<file path="config.mk">
export PLATFORM = sky130hd
export DESIGN_NAME = lrsc_monitor
export DESIGN_NICKNAME = d
export VERILOG_FILES = /design/src/rtl/lrsc_pkg.sv /design/src/rtl/lrsc_addr_gen.sv /design/src/rtl/lrsc_slot.sv /design/src/rtl/lrsc_result_reg.sv /design/src/rtl/lrsc_monitor.sv
export SDC_FILE = /design/constraint.sdc
export NUM_CORES = 1
export LEC_CHECK = 0
export ABC_AREA = 1
export ABC_CLOCK_PERIOD_IN_PS = 1950
export CAP_MARGIN = 20
export CORE_AREA = 2 2 174 176
export CTS_CLUSTER_DIAMETER = 100
export DETAILED_ROUTE_END_ITERATION = 6
export DIE_AREA = 0 0 176 178
export DONT_BUFFER_PORTS = 1
export GPL_TIMING_DRIVEN = 0
export SETUP_SLACK_MARGIN = 0.5
export SLEW_MARGIN = 20
export SYNTH_ARGS = -nofsm -noshare
export SYNTH_HDL_FRONTEND = slang
export SYNTH_SLANG_ARGS = --single-unit
</file>
<file path="constraint.sdc">
create_clock -name clk -period 1.95 [get_ports clk]
set_input_delay 0.0975 -clock clk [delete_from_list [all_inputs] [get_ports clk]]
set_output_delay 0.0975 -clock clk [all_outputs]
set_load 0.005 [all_outputs]
</file>
<file path="src/rtl/lrsc_pkg.sv">
package lrsc_pkg;
    typedef enum logic [1:0] {
        OP_LOAD_RSV   = 2'd0,
        OP_STORE_COND = 2'd1,
        OP_STORE      = 2'd2,
        OP_NONE       = 2'd3
    } lrsc_op_t;

    typedef enum logic {
        RSV_NONE = 1'b0,
        RSV_HELD = 1'b1
    } rsv_state_t;
endpackage

</file>
<file path="src/rtl/lrsc_addr_gen.sv">
module lrsc_addr_gen #(
    parameter int XLEN      = 64,
    parameter int ADDR_W    = 32,
    parameter int SEL_W     = 5,
    parameter int LINE_BITS = 7,
    parameter int ALIGN_BITS = 2,
    localparam int LINE_W   = ADDR_W - LINE_BITS
) (
    input  logic [SEL_W-1:0]  base_sel_i,
    input  logic [XLEN-1:0]   base_i,
    input  logic [XLEN-1:0]   index_i,
    output logic [ADDR_W-1:0] ea_o,
    output logic [LINE_W-1:0] line_o,
    output logic              aligned_o
);
    logic [XLEN-1:0] base_eff;
    logic [XLEN-1:0] sum;

    always_comb begin
        base_eff  = (base_sel_i == '0) ? '0 : base_i;
        sum       = base_eff + index_i;
        ea_o      = sum[ADDR_W-1:0];
        line_o    = ea_o[ADDR_W-1:LINE_BITS];
        aligned_o = (ea_o[ALIGN_BITS-1:0] == '0);
    end
endmodule

</file>
<file path="src/rtl/lrsc_slot.sv">
module lrsc_slot
    import lrsc_pkg::*;
#(
    parameter int LINE_W = 25
) (
    input  logic              clk,
    input  logic              rst_n,
    input  logic              set_i,
    input  logic [LINE_W-1:0] set_line_i,
    input  logic              clr_i,
    input  logic              peer_kill_i,
    input  logic [LINE_W-1:0] peer_line_i,
    input  logic              ext_v_i,
    input  logic [LINE_W-1:0] ext_line_i,
    output logic              held_o,
    output logic [LINE_W-1:0] line_o
);
    rsv_state_t        state_q, state_d;
    logic [LINE_W-1:0] line_q, line_d;
    logic              kill_cur;
    logic              kill_new;

    assign kill_cur = (peer_kill_i && peer_line_i == line_q) ||
                      (ext_v_i && ext_line_i == line_q);
    assign kill_new = ext_v_i && ext_line_i == set_line_i;

    // next-state: ACQUIRE, REPLACE, DROP
    always_comb begin
        state_d = state_q;
        line_d  = line_q;
        unique case (state_q)
            RSV_NONE: begin
                if (set_i && !clr_i && !kill_new) begin
                    state_d = RSV_HELD;
                    line_d  = set_line_i;
                end
            end
            RSV_HELD: begin
                if (clr_i) begin
                    state_d = RSV_NONE;
                end else if (set_i) begin
                    if (kill_new) begin
                        state_d = RSV_NONE;
                    end else begin
                        line_d = set_line_i;
                    end
                end else if (kill_cur) begin
                    state_d = RSV_NONE;
                end
            end
            default: state_d = RSV_NONE;
        endcase
    end

    always_ff @(posedge clk or negedge rst_n) begin
        if (!rst_n) begin
            state_q <= RSV_NONE;
            line_q  <= '0;
        end else begin
            state_q <= state_d;
            line_q  <= line_d;
        end
    end

    always_comb begin
        held_o = (state_q == RSV_HELD);
        line_o = line_q;
    end


    flush_drop_chk: assert property (@(posedge clk) disable iff (!rst_n)
        clr_i |=> !held_o);


    ext_beats_set_chk: assert property (@(posedge clk) disable iff (!rst_n)
        (set_i && ext_v_i && ext_line_i == set_line_i) |=> !held_o);


    acquire_line_chk: assert property (@(posedge clk) disable iff (!rst_n)
        (set_i && !clr_i && !(ext_v_i && ext_line_i == set_line_i))
        |=> (held_o && line_o == $past(set_line_i)));


    ext_drop_chk: assert property (@(posedge clk) disable iff (!rst_n)
        (held_o && !set_i && ext_v_i && ext_line_i == line_o) |=> !held_o);
endmodule

</file>
<file path="src/rtl/lrsc_result_reg.sv">
module lrsc_result_reg #(
    parameter int XLEN   = 64,
    parameter int WORD_W = 32
) (
    input  logic              clk,
    input  logic              rst_n,
    input  logic              sc_v_i,
    input  logic              sc_pass_i,
    input  logic              fault_i,
    input  logic              ld_v_i,
    input  logic [WORD_W-1:0] word_i,
    output logic              sc_valid_o,
    output logic              sc_pass_o,
    output logic              align_fault_o,
    output logic              ld_valid_o,
    output logic [XLEN-1:0]   ld_data_o
);
    always_ff @(posedge clk or negedge rst_n) begin
        if (!rst_n) begin
            sc_valid_o    <= 1'b0;
            sc_pass_o     <= 1'b0;
            align_fault_o <= 1'b0;
            ld_valid_o    <= 1'b0;
            ld_data_o     <= '0;
        end else begin
            sc_valid_o    <= sc_v_i;
            sc_pass_o     <= sc_pass_i;
            align_fault_o <= fault_i;
            ld_valid_o    <= ld_v_i;
            ld_data_o     <= ld_v_i ? {{(XLEN-WORD_W){1'b0}}, word_i} : '0;
        end
    end


    pass_needs_valid_chk: assert property (@(posedge clk) disable iff (!rst_n)
        sc_pass_o |-> sc_valid_o);


    fault_never_pass_chk: assert property (@(posedge clk) disable iff (!rst_n)
        align_fault_o |-> !sc_pass_o && !ld_valid_o);


    zero_ext_chk: assert property (@(posedge clk) disable iff (!rst_n)
        ld_valid_o |-> ld_data_o[XLEN-1:WORD_W] == '0);
endmodule

</file>
<file path="src/rtl/lrsc_monitor.sv">
module lrsc_monitor
    import lrsc_pkg::*;
#(
    parameter int N_THREADS = 4,
    parameter int XLEN      = 64,
    parameter int ADDR_W    = 32,
    parameter int SEL_W     = 5,
    parameter int LINE_BITS = 7,
    localparam int TID_W    = (N_THREADS > 1) ? $clog2(N_THREADS) : 1,
    localparam int LINE_W   = ADDR_W - LINE_BITS,
    localparam int WORD_W   = 32
) (
    input  logic                 clk,
    input  logic                 rst_n,
    input  logic                 req_valid_i,
    input  logic [TID_W-1:0]     req_tid_i,
    input  logic [1:0]           req_op_i,
    input  logic [SEL_W-1:0]     req_base_sel_i,
    input  logic [XLEN-1:0]      req_base_i,
    input  logic [XLEN-1:0]      req_index_i,
    input  logic [WORD_W-1:0]    mem_word_i,
    input  logic                 ext_store_valid_i,
    input  logic [ADDR_W-1:0]    ext_store_addr_i,
    input  logic [N_THREADS-1:0] flush_i,
    output logic                 sc_valid_o,
    output logic                 sc_pass_o,
    output logic                 align_fault_o,
    output logic                 ld_valid_o,
    output logic [XLEN-1:0]      ld_data_o
);
    lrsc_op_t          op;
    logic [ADDR_W-1:0] ea;
    logic [LINE_W-1:0] req_line;
    logic [LINE_W-1:0] ext_line;
    logic              aligned;
    logic              is_lr, is_sc, is_st;
    logic              sc_pass_now;
    logic              fault_now;

    logic [N_THREADS-1:0] held;
    logic [LINE_W-1:0]    slot_line [N_THREADS];

    lrsc_addr_gen #(
        .XLEN(XLEN), .ADDR_W(ADDR_W), .SEL_W(SEL_W),
        .LINE_BITS(LINE_BITS), .ALIGN_BITS(2)
    ) u_addr (
        .base_sel_i(req_base_sel_i),
        .base_i    (req_base_i),
        .index_i   (req_index_i),
        .ea_o      (ea),
        .line_o    (req_line),
        .aligned_o (aligned)
    );

    always_comb begin
        op       = lrsc_op_t'(req_op_i);
        ext_line = ext_store_addr_i[ADDR_W-1:LINE_BITS];
        is_lr    = req_valid_i && op == OP_LOAD_RSV;
        is_sc    = req_valid_i && op == OP_STORE_COND;
        is_st    = req_valid_i && op == OP_STORE;
        fault_now = (is_lr || is_sc) && !aligned;
        sc_pass_now = is_sc && aligned
                   && held[req_tid_i]
                   && slot_line[req_tid_i] == req_line
                   && !flush_i[req_tid_i]
                   && !(ext_store_valid_i && ext_line == req_line);
    end

    for (genvar t = 0; t < N_THREADS; t++) begin : g_slot
        logic mine;
        logic set_t, clr_t, peer_kill_t;

        always_comb begin
            mine        = (req_tid_i == TID_W'(t));
            set_t       = is_lr && mine && aligned;
            clr_t       = flush_i[t] || (is_sc && mine);
            peer_kill_t = !mine && (is_st || sc_pass_now);
        end

        lrsc_slot #(.LINE_W(LINE_W)) u_slot (
            .clk        (clk),
            .rst_n      (rst_n),
            .set_i      (set_t),
            .set_line_i (req_line),
            .clr_i      (clr_t),
            .peer_kill_i(peer_kill_t),
            .peer_line_i(req_line),
            .ext_v_i    (ext_store_valid_i),
            .ext_line_i (ext_line),
            .held_o     (held[t]),
            .line_o     (slot_line[t])
        );


        sc_self_clear_chk: assert property (@(posedge clk) disable iff (!rst_n)
            (is_sc && mine) |=> !held[t]);
    end

    lrsc_result_reg #(.XLEN(XLEN), .WORD_W(WORD_W)) u_result (
        .clk          (clk),
        .rst_n        (rst_n),
        .sc_v_i       (is_sc),
        .sc_pass_i    (sc_pass_now),
        .fault_i      (fault_now),
        .ld_v_i       (is_lr && aligned),
        .word_i       (mem_word_i),
        .sc_valid_o   (sc_valid_o),
        .sc_pass_o    (sc_pass_o),
        .align_fault_o(align_fault_o),
        .ld_valid_o   (ld_valid_o),
        .ld_data_o    (ld_data_o)
    );


    no_rsv_on_fault_chk: assert property (@(posedge clk) disable iff (!rst_n)
        (is_lr && !aligned && !held[req_tid_i]) |=> !held[$past(req_tid_i)]);
endmodule

</file>
==> run_results.csv, run 1 <==
group,metric,value,unit
run_status,status,"complete, but fails checks",
run_status,violations,"DRC, hold timing, setup timing",
clock_network,cts_sinks,140,
global_route,grt_max_degree,141,
placed_design,dp_hpwl,41470,µm
global_route,antenna_found_initial,0,
placed_design,gp_congestion,1.029,
clock_network,clk_pin_slew,80,ps
cells_and_area,diodes,0,
critical_path,cp.arrival,3480,ps
timing,fin_crit_sh,162.2,%
pwr,combinationalPowerShare,40.1,%
routing,drtIter0Drc,1587,
timing,max_freq,0.3162,GHz
timing,rsz0062_at_grt,"yes",
cells_and_area,layout-drive-gt1-share,24.47,%
global_route,grt_pass1_vias,12650,
clock_network,clk_latency,450,ps
routing,vias,14070,
clock_network,cts_tree,"built",
logic_synthesis,synth_compound_area_share,14.48,%
timing,period_needed,3162,ps
critical_path,cpMaxStageDelayCell,"fa_2",
global_route,track_usage,34.61,%
logic_synthesis,synth-simple-area-share,34.20,%
pwr,powerDensity,712.2,mW/mm²
worst_hold_path,hp-class,"in2async",
floorplan,die_area,0.03133,mm²
pwr,p_int,6812,µW
timing,hold_viol_final,140,
clock_network,cts_made_buffers,17,
clock_network,root_buffer,"clkbuf_16",
pwr,swShare,42.99,%
routing,wl_met3,5798,µm
floorplan,die-height,178,µm
critical_path,critPathBufInv,4,
timing,report.final.slew_viol_count,0,
logic_synthesis,synth_top_family_by_area,"simple AND/OR/NAND/NOR gates",
critical_path,path_common_cell,"nand2_4",
logic_synthesis,ys_seq_area_share,28.67,%
logic_synthesis,syn_area,0.01222,mm²
global_route,grt_pass1_wl,79660,µm
logic_synthesis,netlist_instances,1918,
routing,ant_nets,0,
timing,setup_viol,105,
routing,top_layer_used,"met4",
pwr,leakagePower,0.008438,µW
cells_and_area,area_growth,37.27,%
logic_synthesis,synth_xor_area_share,5.733,%
logic_synthesis,syn_avg_cell_area,6.372,µm²
floorplan,rows,63,
routing,routed_wl,56900,µm
floorplan,die_width,176,µm
logic_synthesis,async_reset_ff_share,100.0,%
critical_path,crit_path_max_incr_delay,410,ps
global_route,gr-total-overflow,0,
routing,post_drt_via_cell_ratio,5.614,
placed_design,portBuffers,0,
cells_and_area,fin_nets,2345,
timing,setup_ws,-1212,ps
timing,worstMarginPinSlew,1182,ps
logic_synthesis,synthMuxAreaShare,0,%
pwr,p_switching,5137,µW
timing,relSlewSlack,20.92,%
timing,holdWs,-657.4,ps
floorplan,num_io_pins,277,
logic_synthesis,synth-edff-count,0,
pwr,clockPowerShare,28.7,%
critical_path,path_delay_family,"simple AND/OR/NAND/NOR gates",
cells_and_area,stdcell_count,2507,
routing,drc,19,
critical_path,criticalPathCategory,"in2reg",
critical_path,worst_ep_required_time,2260,ps
placed_design,dp.cells,2339,
cells_and_area,fin_util,57.06,%
clock_network,cts-htree-levels,4,
timing,clock_skew,12.60,ps
routing,routedWlPerCell,22.70,µm
floorplan,start_util,41.57,%
pwr,total_power,11950,µW
routing,firstDrtPassIters,7,
critical_path,critPathLaunchType,"input port",
critical_path,cp_cell_sequence,"nor3_4 > nand2_4 > clkbuf_16 > nand2_4 > inv_2 > ha_4 > fa_2 > nand3_2 > nand3_4 > nand2_4 > nand2_4 > nand2_4 > nand4_1 > nand2_4 > xor2_1 > nor2_2 > nand2_2 > nor2_4 > nand3_4 > buf_12 > nand4_4 > buf_4 > nand2_1 > o21ai_1",
logic_synthesis,yosys_register_bits,140,
logic_synthesis,yosys.area_share.adder,3.337,%
pwr,ir_worst_vdd,0.6647,mV
logic_synthesis,synth-main-ff-cell,"dfrtp_1",
critical_path,endpoint_kind,"flip-flop",
logic_synthesis,synth_warnings,0,
clock_network,clock_path_buffers,2,
run,maxCapViolations,0,
logic_synthesis,ys_types,51,
floorplan,core-area,0.02940,mm²
routing,wl_met2,24680,µm
routing,wl_met1,24520,µm
critical_path,cp_max_fo,8,
pwr,power_frac_seq,31.2,%
clock_network,postCtsHoldBufs,35,
## state kept, by name, indices dropped and copies added, names as in the netlist
register,cells
g_slot.u_slot.line_o,100
u_result.ld_data_o,32
g_slot.u_slot.held_o,4
u_result.sc_pass_o,1
u_result.align_fault_o,1
u_result.ld_valid_o,1
u_result.sc_valid_o,1
## kinds of logic after synthesis
kind of cell	after synthesis
AND/OR/NAND/NOR	989
XOR/XNOR	80
buffers and inverters	376
AO/OA/AOI/OAI	300
adder cells (fa/ha/maj)	32
other	1
flip-flops	140
## routing by layer
| metal | vias up | track usage [%] |
|---|---|---|
| li1 | 6477 | - |
| met1 | 6677 | 48.56 |
| met2 | 791 | 52.94 |
| met3 | 129 | 6.756 |
| met4 | 0 | 12.53 |
| met5 | - | 0 |
## stage by stage
step	setup TNS (ps)	area (µm²)	setup slack (ps)
2_1_floorplan	-99500	12470	-965.2
3_3_place_gp	-217300	12960	-2221
3_5_place_dp	-220980	12960	-2223
4_1_cts	-103090	15490	-1019
5_1_grt	-130620	16780	-1336
6_report	-118300	16780	-1212
## power groups by stage
stage / sequential [µW] / combinational (µW) / clock (µW)
after global routing: 3740 / 5130 / 3550
final: 3720 / 4790 / 3430
after CTS: 3680 / 4260 / 3440
after detailed placement: 3730 / 3590 / 0
after global placement: 3730 / 3560 / 0
after floorplan: 3530 / 2570 / 0
## layout by cell type (no fill, tap or decap), types with 32 or more instances in the layout
| cell | instances |
|---|---|
| nand2_1 | 502 |
| inv_1 | 274 |
| dfrtp_1 | 140 |
| nor2_1 | 108 |
| buf_4 | 99 |
| nand3_1 | 86 |
| o21ai_1 | 85 |
| nand2_2 | 80 |
| o22ai_1 | 75 |
| xor2_1 | 68 |
| nand2_4 | 51 |
| nor2_4 | 42 |
| o21ai_0 | 37 |
| dlygate4sd3_1 | 35 |
| conb_1 | 32 |
## synth_stat cells, drive strengths merged (9+ instances only)
cell type,number,area [µm²]
a21oi,42,225.2
a221oi,18,157.7
buf,57,459.2
clkbuf,19,71.32
dfrtp,140,3503
ha,31,387.9
inv,295,1107
nand2,637,2456
nand3,109,568.1
nand4,22,197.7
nor2,172,655.6
nor3,23,125.1
o21ai,136,680.7
o22ai,75,469.2
xnor2,9,78.83
xor2,71,621.9
## path summary, 6_finish.rpt
kind | end | startpoint | slack [ps] | cells past startpoint
worst max-delay path | g_slot[1].u_slot.line_o[19] | req_base_sel_i[4] | -1210 | 24
min in group clk | u_result.ld_valid_o | req_op_i[0] | 10 | 3
worst max register to register | g_slot[2].u_slot.held_o | g_slot[1].u_slot.line_o[9] | -630 | 15
worst min-delay path | g_slot[3].u_slot.held_o | rst_n | -660 | 0
worst min register to register | g_slot[3].u_slot.line_o[14] | g_slot[3].u_slot.line_o[14] | 480 | 2
max in group asynchronous | g_slot[1].u_slot.line_o[13] | rst_n | 2420 | 0
## layout make-up
cell class | instances | area [µm²]
plain buffers | 76 | 739.5
clock buffers | 17 | 425.4
clock inverters | 15 | 171.4
fillers | 2853 | 12620
inverters | 300 | 1166
multi-input cells | 1435 | 8808
flip-flops and latches | 140 | 3503
well taps | 390 | 488.0
repair buffers | 134 | 1475
## timing repair
item                                   in CTS  in global routing
gates cloned                                8                 13
gates resized for setup                   247                207
buffers inserted                           57                 23
endpoints found under the hold margin     175                140
setup endpoints to repair                 139                139
pin swaps                                  60                 54
No activity file was read; power rests on OpenSTA's default activity.
==> inputs of run 2 (changes only) <==
Settings changed: ABC_CLOCK_PERIOD_IN_PS 1950 to 2750, SETUP_SLACK_MARGIN 0.5 to 0.05.
Clock period 1.95 ns to 2.75 ns, I/O delays scaled along.
==> run 2 against run 1 <==
Effect of this change: the flow finishes with violations (hold timing, setup timing); sequential share of layout area increased by 0.13 points; clock power decreased by 30%; worst setup slack improved by 660 ps; flip-flop and latch count unchanged; cell count decreased by 0.40%; core utilization decreased by 0.37 points; critical endpoint is now g_slot[2].u_slot.held_o.
==> run_results.csv, run 2 (synthesis results as in run 1) <==
group,metric,value,unit
run_status,status,"complete, but fails checks",
run_status,violations,"hold timing, setup timing",
cells_and_area,largest_reg_flops,100,
routing,drc,0,
cells_and_area,multi_input_area,0.008665,mm²
worst_hold_path,hp-class,"in2async",
floorplan,rows,63,
cells_and_area,diodes,0,
critical_path,criticalPathCategory,"in2reg",
routing,post_drt_via_cell_ratio,5.664,
floorplan,start_util,41.57,%
timing,setup_ws,-555.8,ps
placed_design,dp.cells,2339,
routing,vias,14140,
cells_and_area,final_cell_area,0.01667,mm²
pwr,p_int,4740,µW
cells_and_area,stdcell_count,2497,
timing,finalSetupTns,-33890,ps
routing,ant_nets,0,
pwr,total_power,8488,µW
timing,relSlewSlack,26.81,%
run,maxCapViolations,0,
critical_path,endpoint_kind,"flip-flop",
cells_and_area,layout-drive-gt1-share,24.44,%
pwr,clockPowerShare,28.4,%
placed_design,dp_hpwl,44460,µm
cells_and_area,mostFrequentLayoutCells,"484 x nand2_1, 276 x inv_1, 140 x dfrtp_1",
clock_network,cts_tree,"built",
routing,firstDrtPassIters,6,
timing,clock_skew,10.84,ps
floorplan,die_area,0.03133,mm²
timing,setup_viol,105,
placed_design,pre_cts_ws,-1638,ps
timing,rsz0062_at_grt,"yes",
clock_network,postCtsHoldBufs,35,
timing,holdWs,-613.9,ps
routing,routedWlPerCell,24.08,µm
global_route,track_usage,38.11,%
timing,hold_viol_final,140,
placed_design,portBuffers,0,
clock_network,root_buffer,"clkbuf_16",
clock_network,clock_path_buffers,2,
clock_network,cts-htree-levels,4,
timing,worstMarginPinSlew,1094,ps
critical_path,worst_ep_required_time,3080,ps
pwr,p_switching,3748,µW
global_route,antenna_found_initial,0,
pwr,powerDensity,509.2,mW/mm²
placed_design,gp_congestion,0.9919,
pwr,ir_worst_vdd,0.3511,mV
clock_network,clk_latency,440,ps
floorplan,die_width,176,µm
cells_and_area,fillers,2857,
critical_path,cp_max_fo,10,
cells_and_area,seqCellArea,0.003503,mm²
pwr,power_frac_seq,31.2,%
critical_path,cp.arrival,3630,ps
cells_and_area,fin_nets,2335,
routing,routed_wl,60130,µm
floorplan,num_io_pins,277,
floorplan,die-height,178,µm
placed_design,placed_cell_area,0.01291,mm²
pwr,combinationalPowerShare,40.3,%
global_route,grt_max_degree,141,
critical_path,critPathLaunchType,"input port",
timing,max_freq,0.3025,GHz
cells_and_area,layout_commonest_cell,"nand2_1",
timing,fin_crit_sh,120.2,%
global_route,gr-total-overflow,0,
floorplan,core-area,0.02940,mm²
pwr,swShare,44.16,%
global_route,grt_pass1_wl,86350,µm
clock_network,cts_made_buffers,17,
clock_network,cts_sinks,140,
timing,report.final.slew_viol_count,0,
timing,period_needed,3306,ps
pwr,leakagePower,0.008496,µW
global_route,grt_pass1_vias,13870,
cells_and_area,area_growth,36.39,%
clock_network,clk_pin_slew,70,ps
routing,drtIter0Drc,1443,
-- run 2: critical path: stages --
cell,delay (ps)
nand2_1,180
clkbuf_1,600
clkbuf_1,860
o22ai_1,260
a221oi_1,530
o22ai_1,170
nor2_1,150
nand3_2,140
nor2_4,180
nand2_4,90
nand2_8,90
nand2_1,70
nand2_2,70
nand2_4,70
-- run 2: routing by layer --
layer,vias to the layer above,wire length (µm),global-route usage (%)
li1,6477,-,-
met1,6729,23510,46.93
met2,762,27940,63.32
met3,175,4811,6.373
met4,0,3864,21.87
met5,-,0,0
-- run 2: path summary, 6_finish.rpt --
path                                              from                     endpoint  slack (ps)  cells after the start
min                                              rst_n  g_slot[2].u_slot.line_o[14]        -610                      0
max                                       req_tid_i[1]      g_slot[2].u_slot.held_o        -560                     14
min reg2reg                g_slot[3].u_slot.line_o[14]  g_slot[3].u_slot.line_o[14]         500                      2
max in group asynchronous                        rst_n   g_slot[1].u_slot.line_o[7]        3090                      0
max reg2reg                 g_slot[3].u_slot.line_o[1]      g_slot[2].u_slot.held_o         180                     17
min in group clk                            flush_i[0]      g_slot[0].u_slot.held_o          60                      5
-- run 2: layout make-up --
type / count / area share [%]
Buffer: 76 / 4.241
Clock buffer: 17 / 2.552
Clock inverter: 15 / 1.021
Inverter: 300 / 6.853
Multi-Input combinational cell: 1433 / 51.98
Sequential cell: 140 / 21.02
Tap cell: 390 / 2.927
Timing Repair Buffer: 126 / 9.412
-- run 2: stage by stage --
| stage | hold WS [ps] | util, % |
|---|---|---|
| 6_report | -613.9 | 56.70 |
| 5_1_grt | -620.6 | 56.70 |
| 3_5_place_dp | -155.7 | 43.91 |
| 2_1_floorplan | -158.1 | - |
| 4_1_cts | -620.9 | 54.88 |
| 3_3_place_gp | -154.9 | 43.91 |
-- run 2: power groups by stage --
| stage | logic [µW] | clock network (µW) | registers, µW |
|---|---|---|---|
| finish | 3420 | 2410 | 2650 |
| CTS | 3150 | 2410 | 2630 |
| detailed placement | 2590 | 0 | 2650 |
| global placement | 2570 | 0 | 2660 |
| global route | 3670 | 2500 | 2660 |
| floorplan | 1810 | 0 | 2500 |
-- run 2: what timing repair did --
action | CTS | global route
gates cloned | 15 | 2
gates resized for setup | 340 | 100
setup buffers | 62 | 13
endpoints found under the hold margin | 174 | 140
pin swaps | 69 | 32
setup endpoints to repair | 105 | 105
